### src/rtl/mc_pkg.sv
package mc_pkg;

    localparam int XLEN    = 32;
    localparam int REG_CNT = 32;
    localparam int RIDX_W  = $clog2(REG_CNT);
    localparam int IMM_W   = 16;
    localparam int OPC_W   = 6;
    localparam int JIDX_W  = 26;
    localparam int BYTE_SH = 2;

    typedef enum logic [1:0] {
        ADDR_PC     = 2'b00,
        ADDR_ALUOUT = 2'b01,
        ADDR_REGB   = 2'b10
    } addr_sel_e;

    typedef enum logic [2:0] {
        OPB_REGB   = 3'b000,
        OPB_FOUR   = 3'b001,
        OPB_IMM    = 3'b010,
        OPB_IMM_SH = 3'b011,
        OPB_MDR    = 3'b100
    } opb_sel_e;

    typedef enum logic [1:0] {
        PCN_ALU    = 2'b00,
        PCN_ALUOUT = 2'b01,
        PCN_JUMP   = 2'b10
    } pcn_sel_e;

    typedef enum logic [3:0] {
        ALU_AND = 4'b0000,
        ALU_OR  = 4'b0001,
        ALU_ADD = 4'b0010,
        ALU_SUB = 4'b0110
    } alu_op_e;

    // Raw latches that feed the routing logic
    typedef struct packed {
        logic [XLEN-1:0] pc;
        logic [XLEN-1:0] ir;
        logic [XLEN-1:0] mdr;
        logic [XLEN-1:0] a;
        logic [XLEN-1:0] b;
        logic [XLEN-1:0] aluout;
    } dp_state_t;

    function automatic logic [XLEN-1:0] sext_imm(input logic [IMM_W-1:0] v);
        return {{(XLEN-IMM_W){v[IMM_W-1]}}, v};
    endfunction

    function automatic logic [XLEN-1:0] alu_eval(input alu_op_e op,
                                                 input logic [XLEN-1:0] x,
                                                 input logic [XLEN-1:0] y);
        case (op)
            ALU_AND: return x & y;
            ALU_OR:  return x | y;
            ALU_ADD: return x + y;
            ALU_SUB: return x - y;
            default: return '0;
        endcase
    endfunction

endpackage

### src/rtl/mc_alu.sv
module mc_alu
    import mc_pkg::*;
#(
    parameter int W = XLEN
) (
    input  logic [W-1:0] opa,
    input  logic [W-1:0] opb,
    input  logic [3:0]   ctl,
    output logic [W-1:0] res,
    output logic         is_zero
);
    always_comb begin
        res     = alu_eval(alu_op_e'(ctl), opa, opb);
        is_zero = (res == '0);
    end
endmodule

### src/rtl/mc_regfile.sv
module mc_regfile
    import mc_pkg::*;
#(
    parameter int W    = XLEN,
    parameter int NREG = REG_CNT,
    localparam int AW  = $clog2(NREG)
) (
    input  logic          clk,
    input  logic          rst,
    input  logic [AW-1:0] ra1,
    input  logic [AW-1:0] ra2,
    output logic [W-1:0]  rd1,
    output logic [W-1:0]  rd2,
    input  logic          we,
    input  logic [AW-1:0] wa,
    input  logic [W-1:0]  wd
);
    logic [W-1:0] slots [NREG];

    always_ff @(posedge clk) begin
        if (rst) begin
            for (int i = 0; i < NREG; i++) slots[i] <= '0;
        end else if (we && wa != '0) begin
            slots[wa] <= wd;
        end
    end

    always_comb begin
        rd1 = (ra1 == '0) ? '0 : slots[ra1];
        rd2 = (ra2 == '0) ? '0 : slots[ra2];
    end
endmodule

### src/rtl/mc_route.sv
module mc_route
    import mc_pkg::*;
#(
    parameter int W  = XLEN,
    localparam int MW = W - BYTE_SH
) (
    input  dp_state_t     st,
    input  logic [1:0]    addr_sel,
    input  logic          a_sel,
    input  logic [2:0]    b_sel,
    input  logic [1:0]    pc_src,
    input  logic [W-1:0]  alu_res,
    output logic [MW-1:0] word_addr,
    output logic [W-1:0]  opa,
    output logic [W-1:0]  opb,
    output logic [W-1:0]  pc_next
);
    logic [W-1:0] imm_x;

    always_comb begin
        imm_x = sext_imm(st.ir[IMM_W-1:0]);

        case (addr_sel_e'(addr_sel))
            ADDR_ALUOUT: word_addr = st.aluout[W-1:BYTE_SH];
            ADDR_REGB:   word_addr = st.b[W-1:BYTE_SH];
            default:     word_addr = st.pc[W-1:BYTE_SH];
        endcase

        opa = a_sel ? st.a : st.pc;

        case (opb_sel_e'(b_sel))
            OPB_FOUR:   opb = W'(4);
            OPB_IMM:    opb = imm_x;
            OPB_IMM_SH: opb = imm_x << BYTE_SH;
            OPB_MDR:    opb = st.mdr;
            default:    opb = st.b;
        endcase

        case (pcn_sel_e'(pc_src))
            PCN_ALUOUT: pc_next = st.aluout;
            PCN_JUMP:   pc_next = {st.pc[W-1:JIDX_W+BYTE_SH], st.ir[JIDX_W-1:0], 2'b00};
            default:    pc_next = alu_res;
        endcase
    end
endmodule

### src/rtl/mc_datapath.sv
module mc_datapath
    import mc_pkg::*;
#(
    parameter int W    = XLEN,
    parameter int NREG = REG_CNT,
    localparam int AW  = $clog2(NREG),
    localparam int MW  = W - BYTE_SH
) (
    input  logic          clk,
    input  logic          rst,
    input  logic [1:0]    addr_sel,
    input  logic          a_sel,
    input  logic [2:0]    b_sel,
    input  logic [3:0]    alu_ctl,
    input  logic [1:0]    pc_src,
    input  logic          pc_wr,
    input  logic          pc_wr_cond,
    input  logic          ir_wr,
    input  logic          reg_wr,
    input  logic          dst_sel,
    input  logic          wb_sel,
    input  logic          mem_rd,
    input  logic          mem_wr,
    output logic [MW-1:0] mem_addr,
    output logic [W-1:0]  mem_wdata,
    output logic          mem_re,
    output logic          mem_we,
    input  logic [W-1:0]  mem_rdata,
    output logic [5:0]    opcode,
    output logic [5:0]    funct,
    output logic          zero
);
    logic [W-1:0] pc_q, ir_q, mdr_q, a_q, b_q, aluout_q;
    logic [W-1:0] rs_val, rt_val, opa, opb, alu_res, pc_next, wb_data;
    logic [AW-1:0] wb_idx;
    dp_state_t st;

    assign st = '{pc: pc_q, ir: ir_q, mdr: mdr_q, a: a_q, b: b_q, aluout: aluout_q};

    mc_route #(.W(W)) u_route (
        .st       (st),
        .addr_sel (addr_sel),
        .a_sel    (a_sel),
        .b_sel    (b_sel),
        .pc_src   (pc_src),
        .alu_res  (alu_res),
        .word_addr(mem_addr),
        .opa      (opa),
        .opb      (opb),
        .pc_next  (pc_next)
    );

    mc_alu #(.W(W)) u_alu (
        .opa    (opa),
        .opb    (opb),
        .ctl    (alu_ctl),
        .res    (alu_res),
        .is_zero(zero)
    );

    always_comb begin
        wb_idx  = dst_sel ? ir_q[15:11] : ir_q[20:16];
        wb_data = wb_sel ? mdr_q : aluout_q;
    end

    mc_regfile #(.W(W), .NREG(NREG)) u_rf (
        .clk(clk),
        .rst(rst),
        .ra1(ir_q[25:21]),
        .ra2(ir_q[20:16]),
        .rd1(rs_val),
        .rd2(rt_val),
        .we (reg_wr),
        .wa (wb_idx),
        .wd (wb_data)
    );

    always_ff @(posedge clk) begin
        if (rst) begin
            pc_q     <= '0;
            ir_q     <= '0;
            mdr_q    <= '0;
            a_q      <= '0;
            b_q      <= '0;
            aluout_q <= '0;
        end else begin
            if (pc_wr || (pc_wr_cond && zero)) pc_q <= pc_next;
            if (ir_wr) ir_q <= mem_rdata;
            mdr_q    <= mem_rdata;
            a_q      <= rs_val;
            b_q      <= rt_val;
            aluout_q <= alu_res;
        end
    end

    assign mem_wdata = b_q;
    assign mem_re    = mem_rd;
    assign mem_we    = mem_wr;
    assign opcode    = ir_q[W-1:W-OPC_W];
    assign funct     = ir_q[5:0];
endmodule

### config.mk
export PLATFORM = sky130hd
export DESIGN_NAME = mc_datapath
export DESIGN_NICKNAME = d
export VERILOG_FILES = /design/src/rtl/mc_pkg.sv /design/src/rtl/mc_alu.sv /design/src/rtl/mc_regfile.sv /design/src/rtl/mc_route.sv /design/src/rtl/mc_datapath.sv
export SDC_FILE = /design/constraint.sdc
export NUM_CORES = 2
export LEC_CHECK = 0
export BUFFER_PORTS_ARGS = -buffer_cell sky130_fd_sc_hd__buf_4
export CAP_MARGIN = 20
export CELL_PAD_IN_SITES_DETAIL_PLACEMENT = 2
export CELL_PAD_IN_SITES_GLOBAL_PLACEMENT = 2
export CORE_MARGIN = 8
export CORE_UTILIZATION = 45
export DETAILED_ROUTE_END_ITERATION = 7
export PLACE_DENSITY_LB_ADDON = 0.1
export SLEW_MARGIN = 20
export SYNTH_ARGS = -nofsm -noshare
export SYNTH_HDL_FRONTEND = slang
export SYNTH_SLANG_ARGS = --single-unit
### constraint.sdc
create_clock -name clk -period 9.8 [get_ports clk]
set_input_delay 1.47 -clock clk [delete_from_list [all_inputs] [get_ports clk]]
set_output_delay 1.47 -clock clk [all_outputs]
set_load 0.05 [all_outputs]
Word-level counts from Yosys, hierarchy flattened. Memories as Yosys holds them, arrays and structs flattened. A register that Yosys moved wholly into a read port is not among the register bits. Cells that the tools add are included.

Output and inout port bits: 77. Word-level logic and storage cells: 49. Memories: 1. Memory bits (writable): 1024. Input port bits: 54. Register bits: 128.

Multiplexer cells: 15. $add $sub $neg: 2. Reduce and logical (&&, ||, !) cells: 12. Bitwise operators: 3. Equal/unequal tests: 11.

Memories: u_rf.slots (words 32, width 32, rd ports 2, clocked after Yosys merged registers in 2, write ports 32, RTL line mc_regfile.sv:18) `logic [W-1:0] slots [NREG];`.

Operator list (number): $pmux W32 S4 (2); $mux W32 (3); $pmux W32 S2 (1); $pmux W30 S2 (1); $add A32 B32 Y32 (1); $and A32 B32 Y32 (1); $logic_not A32 Y1 (1); $or A32 B32 Y32 (1); $reduce_or A32 Y1 (1); $sub A32 B32 Y32 (1); $logic_not A5 Y1 (2); $mux W5 (2); $eq A3 B2 Y1 const B (2); $mux W1 (6); $reduce_bool A5 Y1 (1); $eq A2 B1 Y1 const B (2); $eq A2 B2 Y1 const B (2); $eq A4 B1 Y1 const B (1); $eq A4 B2 Y1 const B (1); $eq A4 B3 Y1 const B (1); $logic_not A4 Y1 (1); $reduce_or A2 Y1 (2); $eq A3 B1 Y1 const B (1); $eq A3 B3 Y1 const B (1); other kinds (4) (5).

Longest topological paths before layout.
Depth after elaboration: 8. Gate-level depth with buffers: 30.

Hierarchy. Synthesis repeated with hierarchy kept, for this count alone.

Cells, all modules: 5022. Area total of the unflattened synthesis: 67050.6 um2.

By module, submodules not included: mc_regfile (times used 1, cells an instance 3502, sequential area each 30749.5 um2, area an instance 54253.3 um2); mc_datapath (times used 1, cells an instance 568, sequential area each 3843.7 um2, area an instance 6583.8 um2); mc_alu (times used 1, cells an instance 527, sequential area each 0.0 um2, area an instance 3508.4 um2); mc_route (times used 1, cells an instance 425, sequential area each 0.0 um2, area an instance 2705.1 um2).

Worst setup path after synthesis. Ideal clock, no wire load.

Kind: input port to output port. Start: input port alu_ctl[0]. End: output port zero. Slack: 1.576 ns. Stages: 20. Arrival: 6.754 ns. Path buffers: 6. Path through: nor3b_1 > clkbuf_1 > clkbuf_1 > buf_1 > buf_2 > and2_1 > clkbuf_1 > clkbuf_1 > nor2_1 > xnor2_1 > ha_1 > a21oi_1 > o21ai_1 > a21o_1 > or3_1 > a31oi_1 > nand3_1 > or4b_4 > nor4_4 > and3_1.

Cells in the longest elaborated chain, start to end: 3. Elaborated cells between the ends (all ways): 6. Those cells by class: eq/ne: 3; mux: 1; reduce/logical: 2.

RTL lines: start: declaration (RTL line mc_datapath.sv:14) `input logic [3:0] alu_ctl,`; $eq A4 B3 Y1, or another cell as far along (RTL line mc_pkg.sv:55) `case (op)`; $pmux W32 S4 (*) (RTL line mc_pkg.sv:55); $logic_not A32 Y1 (*) (RTL line mc_alu.sv:14) `is_zero = (res == '0);`; end: declaration (RTL line mc_datapath.sv:31) `output logic zero`.

Mark *: on every way between the ends. The rest lies on a longest branch, timed or not.

Worst setup path in the final report.
Start: input port b_sel[0]. End: output port zero.

Cells in the longest elaborated chain, start to end: 5. Elaborated cells between the ends (all ways): 11. Those cells by class: add/sub: 2; eq/ne: 4; mux: 2; bitwise: 2; reduce/logical: 1.

RTL lines: start: declaration (RTL line mc_datapath.sv:13) `input logic [2:0] b_sel,`; $eq A3 B3 Y1, or another cell as far along (RTL line mc_route.sv:31) `case (opb_sel_e'(b_sel))`; $pmux W32 S4 (*) (RTL line mc_route.sv:31); $sub A32 B32 Y32, or another cell as far along (RTL line mc_pkg.sv:59) `ALU_SUB: return x - y;`; $pmux W32 S4 (*) (RTL line mc_pkg.sv:55); $logic_not A32 Y1 (*) (RTL line mc_alu.sv:14).

Marked as above.

==> impl_metrics.env <==
export IMPL_max_slew_worst_pin_slew_ns=1.179
export IMPL_cts_sinks=1216
export IMPL_max_cap_violations=0
export IMPL_cts_root_buf="sky130_fd_sc_hd__clkbuf_16"
export IMPL_final_net_count=4967
export IMPL_chipHeight_um=392.4
export IMPL_die_area_sq_um=154000
export IMPL_final_cell_mix="sky130_fd_sc_hd__nor2_1 (1167), sky130_fd_sc_hd__edfxtp_1 (1024), sky130_fd_sc_hd__mux4_2 (496)"
export IMPL_route_vias_total=48520
export IMPL_clk_pin_slew_ns=0.06
export IMPL_detail_route_drc_violations=0
export IMPL_finalCriticalPeriod_ns=9.123
export IMPL_grt_pass1_wl_um=397400
export IMPL_timing_max_slew_rel_slack=0.2111
export IMPL_detail_route_wl_per_cell_um=41.56
export IMPL_syn_mean_instance_area_sq_um=12.83
export IMPL_layout_drive_gt1_share=0.2352
export IMPL_crit_path_start_kind="input port"
export IMPL_avgViaCountPerCell=7.052
export IMPL_outcome="completed"
export IMPL_hold_buffers=0
export IMPL_final_max_slew_violation_count=0
export IMPL_synthesis_to_layout_area_growth_pct=12.25
export IMPL_clkLatencyLatePin_ns=0.80
export IMPL_power_density_nw_per_um2=186.6
export IMPL_gr_usage_all_layers=0.3637
export IMPL_synth_area_sq_um=63760
export IMPL_mostFrequentLayoutCell="sky130_fd_sc_hd__nor2_1"
export IMPL_report_final_hold_viol_count=0
export IMPL_final_setup_skew_ns=0.04512
export IMPL_critical_path_top_delay_family="compound AO/OA/AOI/OAI gates"
export IMPL_antenna_found_initial=9
export IMPL_power_leakage_nw=23.69
export IMPL_detailedPlacementHpwl_um=170300
export IMPL_hp_class="register to register"
export IMPL_critical_path_n_buffers_inverters=3
export IMPL_grt_pass1_vias=50620
export IMPL_grt_start_max_net_pins=104
export IMPL_synthesis_instances=4968
export IMPL_synth_edff_count=1024
export IMPL_vdd_ir_drop_worst_uv=145.2
export IMPL_tritoncts="built"
export IMPL_synth_yosys_seq_area_share=0.5425
export IMPL_ctsHtreeMaxLevel=4
export IMPL_place_gp_congestion=0.8974
export IMPL_timing_critical_path_cells="buf_4, buf_4, o21ai_2, o32a_1, o21ai_0, or3_1, nor4_2, a21oi_1, xor2_1, ha_1, nand4_1, o311ai_0, o2111ai_1, a41oi_1, xnor2_1, o21ai_0, a211oi_1, and3_1, buf_4"
export IMPL_grt_setup_unrepaired="no"
export IMPL_fraction_of_the_cycle_the_final_worst_path_needs=0.9309
export IMPL_number_of_i_o_port_buffers=126
export IMPL_post_cts_repair_setup_buffers=0
export IMPL_synthDistinctLibCells=91
export IMPL_setup_viol_count_final=0
export IMPL_yosysWarnings=0
export IMPL_detail_route_first_pass_iterations=7
export IMPL_max_freq_mhz=109.6
export IMPL_detailedRoute_firstIterationViolations=6582
export IMPL_fin_hold_ws_ns=0.4775
export IMPL_critical_setup_path_kind="input port to output pin"
export IMPL_ys_async_sr_fraction=0
export IMPL_nFillCells=13310
export IMPL_std_cell_rows=138
export IMPL_synth_main_ff_cell="sky130_fd_sc_hd__edfxtp_1"
export IMPL_route_final_wire_length_um=285900
export IMPL_critPathMaxStageDelay_ns=0.87
export IMPL_cts_repair_resized=0
export IMPL_yosys_register_bits=1216
export IMPL_worst_endpoint_arrival_ns=7.65
export IMPL_clk_path_buf_depth=3
export IMPL_tns_ns=0
export IMPL_worst_ep_required_time_ns=8.33
export IMPL_gr_total_overflow=0
export IMPL_floorplan_initialDensity=0.4520
export IMPL_final_antenna_net_count=0
export IMPL_numCtsBuffers=140
export IMPL_boundaryPins=131
export IMPL_critPathMostFrequentCell="sky130_fd_sc_hd__buf_4"
export IMPL_timing_critical_path_slowest_stage_cell="sky130_fd_sc_hd__o311ai_0"
export IMPL_core_area_sq_um=141100
export IMPL_crit_path_max_fanout=52
export IMPL_fp_dieW_um=392.4
export IMPL_worst_setup_path_end_kind="output pin"
## path summary, 6_finish.rpt
path                            startpoint        to  slack (ns)  cells past startpoint
worst max-delay path              b_sel[0]      zero        0.68                     19
worst min-delay path              pc_q[14]  pc_q[14]        0.48                      2
worst max register to register     ir_q[5]  pc_q[18]        2.52                     20
worst min register to register    pc_q[14]  pc_q[14]        0.48                      2
## per-stage QoR
stage	utilization	instances	total power, mW	cell area, sq um	setup WS (ns)
floorplan	-	4999	7.307	63880	1.576
global route	0.5073	6877	13.61	71570	0.4126
detailed placement	0.4743	6612	8.180	66910	0.8134
global placement	0.4729	6604	8.099	66710	0.9558
finish	0.5074	6880	13.35	71570	0.6773
CTS	0.5055	6867	13.31	71310	0.7852
## layer usage
metal / up-vias / track usage / part of all wire / wire, um
met3: 823 / 0.09206 / 0.11 / 31340
met5: - / 0 / 0.00012 / 33
li1: 18650 / - / - / -
met1: 25730 / 0.4756 / 0.37 / 107200
met2: 3312 / 0.5689 / 0.46 / 131500
met4: 6 / 0.1760 / 0.055 / 15820
## cells by family (layout without fill, tap and decap cells)
logic type                 after synthesis  in the layout  share of synthesized area
DFF                                   1216           1216                     0.5425
other                                    1             35                 0.00005881
muxes                                  843            843                     0.2317
and+or+nand+nor                       1615           1615                     0.1039
AOI/OAI and AO/OA                      653            653                    0.07041
xor gates and xnor gates                40             40                   0.005710
adders and majority gates               58             58                    0.01075
buffers and inverters                  542            530                    0.03489
## cell type report
cell class / instances / area [sq um] / share of cell area
Sequential cell: 1216 / 34630 / 0.4838
Multi-Input combinational cell: 3241 / 27850 / 0.3891
Clock buffer: 200 / 3976 / 0.05555
Tap cell: 1890 / 2365 / 0.03304
Timing Repair Buffer: 240 / 2186 / 0.03054
Clock inverter: 55 / 425.4 / 0.005944
Inverter: 35 / 132.6 / 0.001853
Antenna cell: 3 / 7.507 / 0.0001049
## report_power, final
part	switching, mW	leakage [nW]	internal [mW]
clock network	2.30	2.14	2.89
logic	1.35	9.44	0.736
registers	0.251	12.1	5.82
## sequential cells by signal (all words and copies together) (netlist names)
name,cells
u_rf.slots,1024
a_q,32
aluout_q,32
ir_q,32
mdr_q,32
mem_wdata,32
pc_q,32
## Yosys cell counts, types with 19 or more instances
master | count | area share
sky130_fd_sc_hd__nor2_1 | 1167 | 0.069
sky130_fd_sc_hd__edfxtp_1 | 1024 | 0.48
sky130_fd_sc_hd__mux4_2 | 496 | 0.18
sky130_fd_sc_hd__clkbuf_1 | 384 | 0.023
sky130_fd_sc_hd__mux2i_1 | 243 | 0.038
sky130_fd_sc_hd__nand2_1 | 239 | 0.014
sky130_fd_sc_hd__dfxtp_1 | 192 | 0.060
sky130_fd_sc_hd__a21oi_1 | 146 | 0.011
sky130_fd_sc_hd__mux2_2 | 101 | 0.018
sky130_fd_sc_hd__o21ai_0 | 92 | 0.0072
sky130_fd_sc_hd__buf_1 | 69 | 0.0041
sky130_fd_sc_hd__a221oi_1 | 68 | 0.0093
sky130_fd_sc_hd__o22ai_1 | 53 | 0.0052
sky130_fd_sc_hd__a22oi_1 | 41 | 0.0048
sky130_fd_sc_hd__o221ai_1 | 40 | 0.0055
sky130_fd_sc_hd__ha_1 | 38 | 0.0075
sky130_fd_sc_hd__nor3_1 | 38 | 0.0030
sky130_fd_sc_hd__nor2b_1 | 37 | 0.0036
sky130_fd_sc_hd__inv_1 | 34 | 0.0020
sky130_fd_sc_hd__a31oi_1 | 31 | 0.0030
sky130_fd_sc_hd__a211oi_1 | 26 | 0.0031
sky130_fd_sc_hd__buf_4 | 24 | 0.0028
sky130_fd_sc_hd__a21o_1 | 23 | 0.0027
sky130_fd_sc_hd__xnor2_1 | 23 | 0.0032
sky130_fd_sc_hd__buf_2 | 20 | 0.0016
sky130_fd_sc_hd__nand4_1 | 20 | 0.0020
sky130_fd_sc_hd__maj3_1 | 19 | 0.0030
sky130_fd_sc_hd__nand2b_1 | 19 | 0.0019
## worst register-to-register path: stages (launching register included)
cell and delay [ns]:
sky130_fd_sc_hd__dfxtp_1 0.41, sky130_fd_sc_hd__mux2_1 0.33, sky130_fd_sc_hd__a221oi_1 0.28, sky130_fd_sc_hd__a31oi_1 0.15
sky130_fd_sc_hd__or3_1 0.46, sky130_fd_sc_hd__nor4_2 0.70, sky130_fd_sc_hd__a21oi_1 0.21, sky130_fd_sc_hd__xor2_1 0.19
sky130_fd_sc_hd__ha_1 0.51, sky130_fd_sc_hd__nand4_1 0.17, sky130_fd_sc_hd__o311ai_0 0.87, sky130_fd_sc_hd__o2111ai_1 0.34
sky130_fd_sc_hd__and4_1 0.31, sky130_fd_sc_hd__o31a_1 0.32, sky130_fd_sc_hd__and4_1 0.18, sky130_fd_sc_hd__and3_1 0.22
sky130_fd_sc_hd__a41oi_2 0.62, sky130_fd_sc_hd__buf_4 0.39, sky130_fd_sc_hd__buf_4 0.29, sky130_fd_sc_hd__nand2_1 0.10
sky130_fd_sc_hd__a21oi_1 0.14
No activity file was read; power rests on OpenSTA's default activity.
